### src/rtl/sdr_seq_pkg.sv
package sdr_seq_pkg;
    // Largest burst is 2**MAX_BL_LOG beats
    localparam int MAX_BL_LOG = 3;
    typedef logic [MAX_BL_LOG-1:0] beat_t;
    typedef enum logic [1:0] {
        BL_ONE   = 2'd0,
        BL_TWO   = 2'd1,
        BL_FOUR  = 2'd2,
        BL_EIGHT = 2'd3
    } bl_code_e;
endpackage

### src/rtl/sdr_col_gen.sv
module sdr_col_gen
    import sdr_seq_pkg::*;
#(
    parameter int COL_W = 8
) (
    input  logic [COL_W-1:0] start,
    input  beat_t            idx,
    input  beat_t            lenm1,
    input  logic             interleave,
    output logic [COL_W-1:0] col
);
    localparam int IW = MAX_BL_LOG;

    beat_t start_lo;
    beat_t seq_lo;
    beat_t xor_lo;
    beat_t wrap_lo;

    always_comb begin
        start_lo = start[IW-1:0];
        seq_lo   = start_lo + idx;
        xor_lo   = start_lo ^ idx;
        // bits inside the block move, bits above it stay at the start value
        wrap_lo  = (start_lo & ~lenm1) | ((interleave ? xor_lo : seq_lo) & lenm1);
        col      = {start[COL_W-1:IW], wrap_lo};
    end
endmodule

### src/rtl/sdr_rd_align.sv
module sdr_rd_align #(
    parameter int NBYTE = 4,
    parameter int CL_LO = 3,
    parameter int CL_HI = 4
) (
    input  logic                 clk,
    input  logic                 rst_n,
    input  logic                 cas_hi,
    input  logic                 iss_rd,
    input  logic [NBYTE-1:0]     iss_mask,
    input  logic [8*NBYTE-1:0]   mem_rdata,
    output logic                 rd_valid,
    output logic [NBYTE-1:0]     rd_oe,
    output logic [8*NBYTE-1:0]   rd_data
);
    localparam int DATA_W = 8 * NBYTE;

    typedef struct packed {
        logic [CL_HI-1:0]              vld;
        logic [CL_HI-1:0][NBYTE-1:0]   msk;
        logic [CL_HI-2:0][DATA_W-1:0]  dat;
    } pipe_t;

    pipe_t pipe_d, pipe_q;
    logic              vld_sel;
    logic [NBYTE-1:0]  msk_sel;
    logic [DATA_W-1:0] dat_sel;

    always_comb begin
        pipe_d     = pipe_q;
        pipe_d.vld = {pipe_q.vld[CL_HI-2:0], iss_rd};
        pipe_d.msk = {pipe_q.msk[CL_HI-2:0], iss_mask};
        pipe_d.dat = {pipe_q.dat[CL_HI-3:0], mem_rdata};
    end

    always_ff @(posedge clk or negedge rst_n) begin
        if (!rst_n) begin
            pipe_q <= '0;
        end else begin
            pipe_q <= pipe_d;
        end
    end

    // control stage k holds the beat issued k+1 cycles ago; data stage k holds k+2
    always_comb begin
        vld_sel = cas_hi ? pipe_q.vld[CL_HI-1] : pipe_q.vld[CL_LO-1];
        msk_sel = cas_hi ? pipe_q.msk[CL_HI-1] : pipe_q.msk[CL_LO-1];
        dat_sel = cas_hi ? pipe_q.dat[CL_HI-2] : pipe_q.dat[CL_LO-2];
    end

    assign rd_valid = vld_sel;

    for (genvar b = 0; b < NBYTE; b++) begin : g_lane
        assign rd_oe[b]           = vld_sel & ~msk_sel[b];
        assign rd_data[8*b +: 8]  = rd_oe[b] ? dat_sel[8*b +: 8] : 8'h00;
    end

    AST_RD_LAT_LO: assert property (@(posedge clk) disable iff (!rst_n)
        (!cas_hi && rd_valid) |-> $past(iss_rd, CL_LO));
    AST_RD_LAT_HI: assert property (@(posedge clk) disable iff (!rst_n)
        (cas_hi && rd_valid) |-> $past(iss_rd, CL_HI));
endmodule

### src/rtl/sdr_burst_seq.sv
module sdr_burst_seq
    import sdr_seq_pkg::*;
#(
    parameter int COL_W = 8,
    parameter int NBYTE = 4,
    parameter int CL_LO = 3,
    parameter int CL_HI = 4
) (
    input  logic                 clk,
    input  logic                 rst_n,
    input  logic                 cmd_valid,
    input  logic                 cmd_write,
    input  logic [COL_W-1:0]     cmd_col,
    input  logic                 cmd_stop,
    input  logic [1:0]           bl_sel,
    input  logic                 burst_interleave,
    input  logic                 cas_hi,
    input  logic                 single_write,
    input  logic [NBYTE-1:0]     byte_mask,
    input  logic [8*NBYTE-1:0]   wr_data,
    output logic                 wr_take,
    output logic                 mem_rd,
    output logic                 mem_wr,
    output logic [COL_W-1:0]     mem_col,
    output logic [8*NBYTE-1:0]   mem_wdata,
    output logic [NBYTE-1:0]     mem_be,
    input  logic [8*NBYTE-1:0]   mem_rdata,
    output logic                 rd_valid,
    output logic [NBYTE-1:0]     rd_oe,
    output logic [8*NBYTE-1:0]   rd_data
);
    localparam int IW = MAX_BL_LOG;

    typedef struct packed {
        logic             active;
        logic             wr;
        logic             il;
        logic [COL_W-1:0] start;
        beat_t            beat;
        beat_t            lenm1;
    } ctl_t;

    ctl_t ctl_d, ctl_q;

    logic             iss;
    logic             iss_wr;
    logic [COL_W-1:0] gen_start;
    beat_t            gen_idx;
    beat_t            gen_lenm1;
    logic             gen_il;
    beat_t            new_lenm1;
    logic [IW:0]      len_full;

    always_comb begin
        len_full  = ({{IW{1'b0}}, 1'b1} << bl_sel) - 1'b1;
        new_lenm1 = (cmd_write && single_write) ? '0 : len_full[IW-1:0];

        ctl_d     = ctl_q;
        iss       = 1'b0;
        iss_wr    = ctl_q.wr;
        gen_start = ctl_q.start;
        gen_idx   = ctl_q.beat;
        gen_lenm1 = ctl_q.lenm1;
        gen_il    = ctl_q.il;

        if (cmd_valid) begin
            // a new command always takes over, even mid-burst
            iss          = 1'b1;
            iss_wr       = cmd_write;
            gen_start    = cmd_col;
            gen_idx      = '0;
            gen_lenm1    = new_lenm1;
            gen_il       = burst_interleave;
            ctl_d.active = (new_lenm1 != '0);
            ctl_d.wr     = cmd_write;
            ctl_d.il     = burst_interleave;
            ctl_d.start  = cmd_col;
            ctl_d.beat   = beat_t'(1);
            ctl_d.lenm1  = new_lenm1;
        end else if (ctl_q.active) begin
            if (cmd_stop) begin
                // writes keep the stop-cycle beat, reads drop it
                iss          = ctl_q.wr;
                ctl_d.active = 1'b0;
            end else begin
                iss          = 1'b1;
                ctl_d.beat   = ctl_q.beat + 1'b1;
                ctl_d.active = (ctl_q.beat != ctl_q.lenm1);
            end
        end
    end

    always_ff @(posedge clk or negedge rst_n) begin
        if (!rst_n) begin
            ctl_q <= '0;
        end else begin
            ctl_q <= ctl_d;
        end
    end

    sdr_col_gen #(.COL_W(COL_W)) u_col_gen (
        .start      (gen_start),
        .idx        (gen_idx),
        .lenm1      (gen_lenm1),
        .interleave (gen_il),
        .col        (mem_col)
    );

    assign mem_rd    = iss & ~iss_wr;
    assign mem_wr    = iss & iss_wr;
    assign wr_take   = mem_wr;
    assign mem_wdata = wr_data;
    assign mem_be    = mem_wr ? ~byte_mask : '0;

    sdr_rd_align #(
        .NBYTE (NBYTE),
        .CL_LO (CL_LO),
        .CL_HI (CL_HI)
    ) u_rd_align (
        .clk       (clk),
        .rst_n     (rst_n),
        .cas_hi    (cas_hi),
        .iss_rd    (mem_rd),
        .iss_mask  (byte_mask),
        .mem_rdata (mem_rdata),
        .rd_valid  (rd_valid),
        .rd_oe     (rd_oe),
        .rd_data   (rd_data)
    );

    AST_WRAP_BLOCK: assert property (@(posedge clk) disable iff (!rst_n)
        (ctl_q.active && !cmd_valid && (mem_rd || mem_wr)) |->
        ((mem_col & ~COL_W'(ctl_q.lenm1)) == (ctl_q.start & ~COL_W'(ctl_q.lenm1))));
    AST_NEW_CMD_TAKES: assert property (@(posedge clk) disable iff (!rst_n)
        cmd_valid |-> (mem_col == cmd_col && mem_wr == cmd_write && mem_rd == !cmd_write));
    AST_RD_STOP_CUT: assert property (@(posedge clk) disable iff (!rst_n)
        (cmd_stop && !cmd_valid) |-> !mem_rd);
    AST_WR_STOP_CUT: assert property (@(posedge clk) disable iff (!rst_n)
        ($past(cmd_stop && !cmd_valid) && !cmd_valid) |-> !mem_wr);
    AST_SINGLE_WRITE: assert property (@(posedge clk) disable iff (!rst_n)
        ($past(cmd_valid && cmd_write && single_write) && !cmd_valid) |-> !mem_wr);
endmodule

### config.mk
export PLATFORM = sky130hd
export DESIGN_NAME = sdr_burst_seq
export DESIGN_NICKNAME = d
export VERILOG_FILES = /design/src/rtl/sdr_seq_pkg.sv /design/src/rtl/sdr_col_gen.sv /design/src/rtl/sdr_rd_align.sv /design/src/rtl/sdr_burst_seq.sv
export SDC_FILE = /design/constraint.sdc
export NUM_CORES = 1
export LEC_CHECK = 0
export BUFFER_PORTS_ARGS = -buffer_cell sky130_fd_sc_hd__buf_2
export CORE_MARGIN = 2
export CORE_UTILIZATION = 26
export CTS_BUF_LIST = sky130_fd_sc_hd__clkbuf_8
export DETAILED_ROUTE_END_ITERATION = 6
export PLACE_DENSITY = 0.55
export SLEW_MARGIN = 30
export SYNTH_ARGS = -nofsm -noshare
export SYNTH_HDL_FRONTEND = slang
export SYNTH_SLANG_ARGS = --single-unit
### constraint.sdc
create_clock -name clk -period 2.3 [get_ports clk]
set_input_delay 0.23 -clock clk [delete_from_list [all_inputs] [get_ports clk]]
set_output_delay 0.23 -clock clk [all_outputs]
set_load 0.02 [all_outputs]
==> reports/metrics.cfg, run 1 <==
[power]
switchingPower_mw=1.19
clkPwrFrac_pct=38.0
intPower_mw=3.69
pwr-share-seq_pct=51.7
comb_power_share_pct=10.3
finalPower_mw=4.88
swShare_pct=24.4
ir_drop_mv=0.354
p_per_area_nw_per_um2=801
p_leak_nw=3.00

[yosys]
syn_nets=408
ys_types=33
syn_area_um2=4700
yosys_warnings=0
avgSynthCellArea_um2=14.8
synth_seq_cells=133
synth_cells=318
seq_area_frac_synth_pct=70.8

[floorplan]
core_um2=17800
dieArea_um2=19200
io_pins=170
dieHeight_um=138
start_util_pct=26.3
row_count=49
die_width_um=138

[sta]
slew_headroom_pct=55.6
finalSetupViolCount=2
max_freq_mhz=418
tns_ns=-0.131
drv_slew=0
min_period_ns=2.39
grt_setup_unrepaired=yes
fin_ws_ns=-0.0932
clock-skew-final_ns=0.00845
period_share_pct=104
worst_pin_slew_ns=0.666
hold_violations=0

[place]
dp_hpwl_um=5890
gp_congestion=0.670
preCtsSetupSlack_ns=0.116
io_buffers=105
dpl-instance-area_um2=5270

[critical_path]
end_kind=output port
crit_buf_inv=2
slowest_stage=dfrtp_1
worstPathCellList=mux2_4 > ha_4 > inv_2 > fa_2 > nor3b_2 > o31ai_2 > xnor2_1 > buf_4
path_class=register to output port
worstPathRequired_ns=2.07
cp.arrival_ns=2.16
cp_max_fo=3
start_kind=register
cp_top_family=adder cells
slowest_delay_ns=0.38

[global_route]
antenna_found_initial=0
gr-total-overflow=0
grt_pass1_vias=2905
grt_pass1_wl_um=14900
grtUsageTotal_pct=10.2
grt_max_degree=55

[cells_and_area]
multi_input_area_um2=1030
nets=539
num_antenna_cells=0
drive_gt1_share_pct=36.7
fin_util_pct=34.2
seqCellArea_um2=3330
final_area_um2=6100
fill_cells=1769
syn2layout_area_growth_pct=29.7

[detailed_routing]
drt-initial-drc-count=91
wire_per_inst_um=13.3
vias=2701
drc=0
antenna_left=0
dr.pass1.iters=4
vias_per_cell=3.92
routed_wl_um=9150

[clock_tree]
cts_root_buf=clkbuf_8
clk-insertion-delay-late_ns=0.43
cts_tree=built
cts.sinks=133
h-tree-depth=4
cts_made_buffers=17
cts_buffer_depth=2
clk_pin_slew_worst_paths_ns=0.07

[job]
maxCapViolations=0

[worst_hold_path]
hold_class=input pin to register

[outcome]
status=finished with violations
violations=negative setup slack

-- worst register-to-register path, cell delays in order, from the launching register on --
cell and delay [ns]:
dfrtp_1 0.39, buf_4 0.16, xor2_1 0.14, nor3_1 0.07
o31ai_1 0.26
-- final timing paths --
check | start | endpoint | slack [ns] | depth (start not counted)
worst min register to register | u_rd_align.pipe_d[49]$_DFF_PN0_ | u_rd_align.pipe_d[81]$_DFF_PN0_ | 0.35 | 0
worst min-delay path | cmd_col[3] | ctl_q[9]$_DFFE_PN0P_ | 0.05 | 2
max in group asynchronous | rst_n | u_rd_align.pipe_d[70]$_DFF_PN0_ | 1.31 | 3
worst max-delay path | ctl_q[6]$_DFFE_PN0P_ | mem_col[2] | -0.09 | 8
worst max register to register | ctl_q[3]$_DFFE_PN0P_ | ctl_q[16]$_DFF_PN0_ | 1.17 | 4
min in group asynchronous | rst_n | u_rd_align.pipe_d[82]$_DFF_PN0_ | 0.28 | 2
-- power by group through the flow --
stage	sequential (mW)	combinational, mW	clock (mW)
after floorplan	2.55	0.338	0
final	2.52	0.503	1.85
after global routing	2.54	0.554	2.05
after global placement	2.56	0.433	0
after CTS	2.52	0.514	1.94
after detailed placement	2.57	0.440	0
-- Yosys cell counts --
| cell type | instances | area, µm² |
|---|---|---|
| fa_1 | 1 | 20.0 |
| mux2_2 | 9 | 101 |
| o31ai_1 | 2 | 15.0 |
| a31o_2 | 1 | 8.76 |
| nand2_1 | 5 | 18.8 |
| o31ai_2 | 1 | 12.5 |
| nor2_1 | 42 | 158 |
| nor3_1 | 1 | 5.00 |
| buf_6 | 5 | 56.3 |
| clkbuf_1 | 1 | 3.75 |
| and2b_1 | 1 | 7.51 |
| a21o_1 | 1 | 7.51 |
| a22oi_2 | 1 | 12.5 |
| dfrtp_1 | 133 | 3330 |
| ha_1 | 3 | 37.5 |
| nor4_1 | 1 | 6.26 |
| nor2b_1 | 4 | 25.0 |
| nor3b_1 | 2 | 15.0 |
| mux2i_1 | 33 | 330 |
| o21ai_1 | 2 | 10.0 |
| mux2i_2 | 1 | 13.8 |
| buf_8 | 1 | 15.0 |
| a32oi_2 | 4 | 65.1 |
| xnor2_1 | 2 | 17.5 |
| buf_2 | 1 | 5.00 |
| xor2_1 | 4 | 35.0 |
| inv_1 | 14 | 52.6 |
| a41o_1 | 1 | 10.0 |
| a21oi_1 | 1 | 5.00 |
| buf_4 | 34 | 255 |
| nand2b_1 | 4 | 25.0 |
| o211ai_1 | 1 | 7.51 |
| o211ai_2 | 1 | 12.5 |
-- placed cells by master (no fill, tap or decap), drive strengths merged, types with 2 or more instances in the layout --
cell type	n
a32oi	4
nand2b	4
buf	115
bufinv	2
inv	16
nor2b	4
nand2	5
dfrtp	133
mux2i	34
o31ai	3
dlygate4sd3	39
nor2	42
clkbuf	19
xnor2	2
xor2	4
o21ai	2
o211ai	2
mux2	9
clkinv	3
ha	3
clkinvlp	4
nor3b	2
-- metrics by stage --
stage	instances	hold WS (ns)
final	689	0.0461
after global routing	689	0.00734
after CTS	689	0.00218
after detailed placement	618	0.199
after global placement	618	0.190
after floorplan	318	-0.0656
-- sequential cells by signal, summed over array words and instances, names as in the netlist --
signal and flops:
ctl_q 17, u_rd_align.pipe_q 37, u_rd_align.pipe_d 79
-- per-layer routing --
layer,share of wire [%],global-route usage [%],vias to the layer above
met4,1.8,4.89,0
met2,49,16.3,88
met3,5.2,3.84,14
li1,-,-,1270
met1,44,12.2,1329
met5,0,0,-
-- what timing repair did --
item                                    in CTS  in global routing
setup buffers                                2                  0
endpoints found under the setup margin       2                  2
endpoints found under the hold margin       82                  0
hold buffers                                39                  0
resized for setup                           12                  0
pin swaps                                    4                  2
-- area by class of cell --
cell class / count / area share, %
sequential: 133 / 54.6
inverter: 14 / 0.862
timing repair buffer: 154 / 16.9
tap: 229 / 4.70
clock inverter: 11 / 1.85
multi-input combinational: 129 / 16.9
clock buffer: 19 / 4.29
-- cells by family after synthesis --
kind of cell / Yosys count / share of synthesized area [%]
xor gates and xnor gates: 6 / 1.12
adders and majority gates: 4 / 1.23
and+or+nand+nor: 60 / 5.54
AOI/OAI and AO/OA: 16 / 3.54
buffers and inverters: 56 / 8.26
muxes: 43 / 9.48
DFF: 133 / 70.8
(Power assumes the default switching activity.)
==> run 2, diff against run 1 <==
--- a/config.mk
+++ b/config.mk
@@ -6,11 +6,12 @@
 export NUM_CORES = 1
 export LEC_CHECK = 0
 export BUFFER_PORTS_ARGS = -buffer_cell sky130_fd_sc_hd__buf_2
-export CORE_MARGIN = 2
+export CORE_MARGIN = 1
 export CORE_UTILIZATION = 26
 export CTS_BUF_LIST = sky130_fd_sc_hd__clkbuf_8
 export DETAILED_ROUTE_END_ITERATION = 6
 export PLACE_DENSITY = 0.55
+export SETUP_SLACK_MARGIN = 0.1
 export SLEW_MARGIN = 30
 export SYNTH_ARGS = -nofsm -noshare
 export SYNTH_HDL_FRONTEND = slang
==> run 2 against run 1 <==
  * The flow still finishes with violations (negative setup slack)
  * Setup slack worse by 0.091 ns
  * Clock power about the same
  * Clock-buffer cell count down 1
  * Worst hold slack worse by 0.0040 ns
  * Combinational power down 3%
  * Critical endpoint unchanged
==> reports/metrics.cfg, run 2 (synthesis results as in run 1) <==
[sta]
period_share_pct=108  ; +3.9 points
max_freq_mhz=403  ; -3.7%
min_period_ns=2.48  ; +0.0907 ns
worst_pin_slew_ns=0.606  ; -0.0594 ns
fin_ws_ns=-0.184  ; -0.0907 ns
clock-skew-final_ns=0.0115  ; +0.00308 ns
tns_ns=-0.295  ; -0.164 ns
drv_slew=0  ; unchanged
hold_violations=0  ; unchanged
finalSetupViolCount=2  ; unchanged
grt_setup_unrepaired=yes
slew_headroom_pct=59.6  ; +4.0 points

[detailed_routing]
antenna_left=0  ; unchanged
vias=2724  ; +0.85%
dr.pass1.iters=4  ; unchanged
drt-initial-drc-count=75  ; -18%
drc=0  ; unchanged
vias_per_cell=3.98  ; +1.6%
routed_wl_um=8450  ; -7.7%
wire_per_inst_um=12.3  ; -7.0%

[worst_hold_path]
hold_class=input pin to register

[clock_tree]
clk_pin_slew_worst_paths_ns=0.09  ; +0.02 ns
cts_made_buffers=17  ; unchanged
cts.sinks=133  ; unchanged
h-tree-depth=4  ; unchanged
clk-insertion-delay-late_ns=0.43  ; about the same
cts_root_buf=clkbuf_8
cts_buffer_depth=2  ; unchanged
cts_tree=built

[critical_path]
path_class=register to output port
worstPathRequired_ns=2.07  ; about the same
end_kind=output port
cp_max_fo=3  ; unchanged
worstPathCellList=nor2b_1 > ha_1 > inv_1 > fa_2 > nor2_1 > nor3b_2 > o31ai_2 > xnor2_2 > buf_4
slowest_delay_ns=0.36  ; -0.02 ns
cp.arrival_ns=2.25  ; +0.09 ns
slowest_stage=dfrtp_1
start_kind=register

[cells_and_area]
drive_gt1_share_pct=35.9  ; -0.79 points
stdcell_count=684  ; -0.73%
final_cell_mix=dfrtp_1, buf_2, nor2_1, dlygate4sd3_1, mux2i_1
fill_cells=1731  ; -2.1%
nets=537  ; -0.37%
syn2layout_area_growth_pct=29.1
largest_register_ffs=79  ; unchanged
fin_util_pct=34.7  ; +0.54 points
layout_commonest_cell=dfrtp_1
num_antenna_cells=0  ; unchanged

[global_route]
grt_pass1_vias=2942  ; +1.3%
grt_pass1_wl_um=14100  ; -5.8%
antenna_found_initial=0  ; unchanged
grt_max_degree=53  ; -3.6%
gr-total-overflow=0  ; unchanged
grtUsageTotal_pct=10.1  ; -0.045 points

[floorplan]
start_util_pct=26.9  ; +0.55 points
io_pins=170  ; unchanged
dieArea_um2=18600  ; -2.9%
die_width_um=136  ; -1.4%
row_count=48  ; -2.0%
dieHeight_um=136  ; -1.4%
core_um2=17500  ; -2.0%

[power]
finalPower_mw=4.88  ; about the same
ir_drop_mv=0.350  ; -1.1%
p_per_area_nw_per_um2=804  ; +0.49%
p_leak_nw=3.00  ; -0.14%

[place]
preCtsSetupSlack_ns=0.0406  ; -0.0758 ns
gp_congestion=0.659  ; -1.6%
dp_cells=612  ; -0.97%
io_buffers=105  ; unchanged
dp_hpwl_um=5730  ; -2.7%

[outcome]
violations=negative setup slack
status=finished with violations

[job]
maxCapViolations=0  ; unchanged

-- run 2: final cells by class --
class,instances,area (µm²),share of cell area [%]
sequential,133,3330,54.9
clock buffer,18,248,4.08
inverter,14,52.6,0.866
clock inverter,13,138,2.27
timing repair buffer,152,1010,16.7
multi-input combinational,129,1000,16.5
tap,225,282,4.64
-- run 2: worst paths after layout --
check	endpoint	slack, ns	cells after the start	startpoint
max	mem_col[2]	-0.18	9	ctl_q[3]$_DFFE_PN0P_
min	ctl_q[12]$_DFFE_PN0P_	0.04	2	cmd_col[6]
max reg2reg	ctl_q[5]$_DFFE_PN0P_	1.16	5	ctl_q[3]$_DFFE_PN0P_
min reg2reg	u_rd_align.pipe_d[77]$_DFF_PN0_	0.34	0	u_rd_align.pipe_d[45]$_DFF_PN0_
max in group asynchronous	u_rd_align.pipe_q[72]$_DFF_PN0_	1.21	3	rst_n
min in group asynchronous	ctl_q[7]$_DFFE_PN0P_	0.30	2	rst_n
-- run 2: stage by stage --
| step | hold slack, ns | instance area (µm²) |
|---|---|---|
| 2_1_floorplan | -0.0656 | 4710 |
| 3_3_place_gp | 0.209 | 5250 |
| 3_5_place_dp | 0.208 | 5250 |
| 4_1_cts | 0.00302 | 6060 |
| 5_1_grt | 0.00516 | 6070 |
| 6_report | 0.0421 | 6070 |
-- run 2: per-layer routing --
| layer | track usage (%) | part of all wire (%) | vias to the layer above |
|---|---|---|---|
| met5 | 0 | 0 | - |
| met4 | 4.69 | 1.3 | 0 |
| met1 | 11.2 | 42 | 1350 |
| li1 | - | - | 1267 |
| met3 | 4.66 | 6.7 | 14 |
| met2 | 16.6 | 50 | 93 |
-- run 2: power by group --
| group | internal [mW] | total, mW | switching, mW |
|---|---|---|---|
| clock network | 0.915 | 1.87 | 0.957 |
| registers | 2.47 | 2.52 | 0.0521 |
| logic | 0.220 | 0.489 | 0.268 |
-- run 2: timing repair --
item | 4_1_cts | 5_1_grt
endpoints found under the setup margin | 2 | 2
pin swaps | 1 | 0
setup buffers | 1 | 0
hold buffers | 40 | 0
gates resized for setup | 5 | 1
endpoints found under the hold margin | 89 | 0
-- run 2: worst max-delay path: cells and delay by family, from the launching register on --
family | cells | cell delay (ns)
fa+ha+maj | 2 | 0.51
flops | 1 | 0.36
simple gates | 3 | 0.35
compound gates | 1 | 0.26
buf+inv | 2 | 0.21
xor+xnor | 1 | 0.15
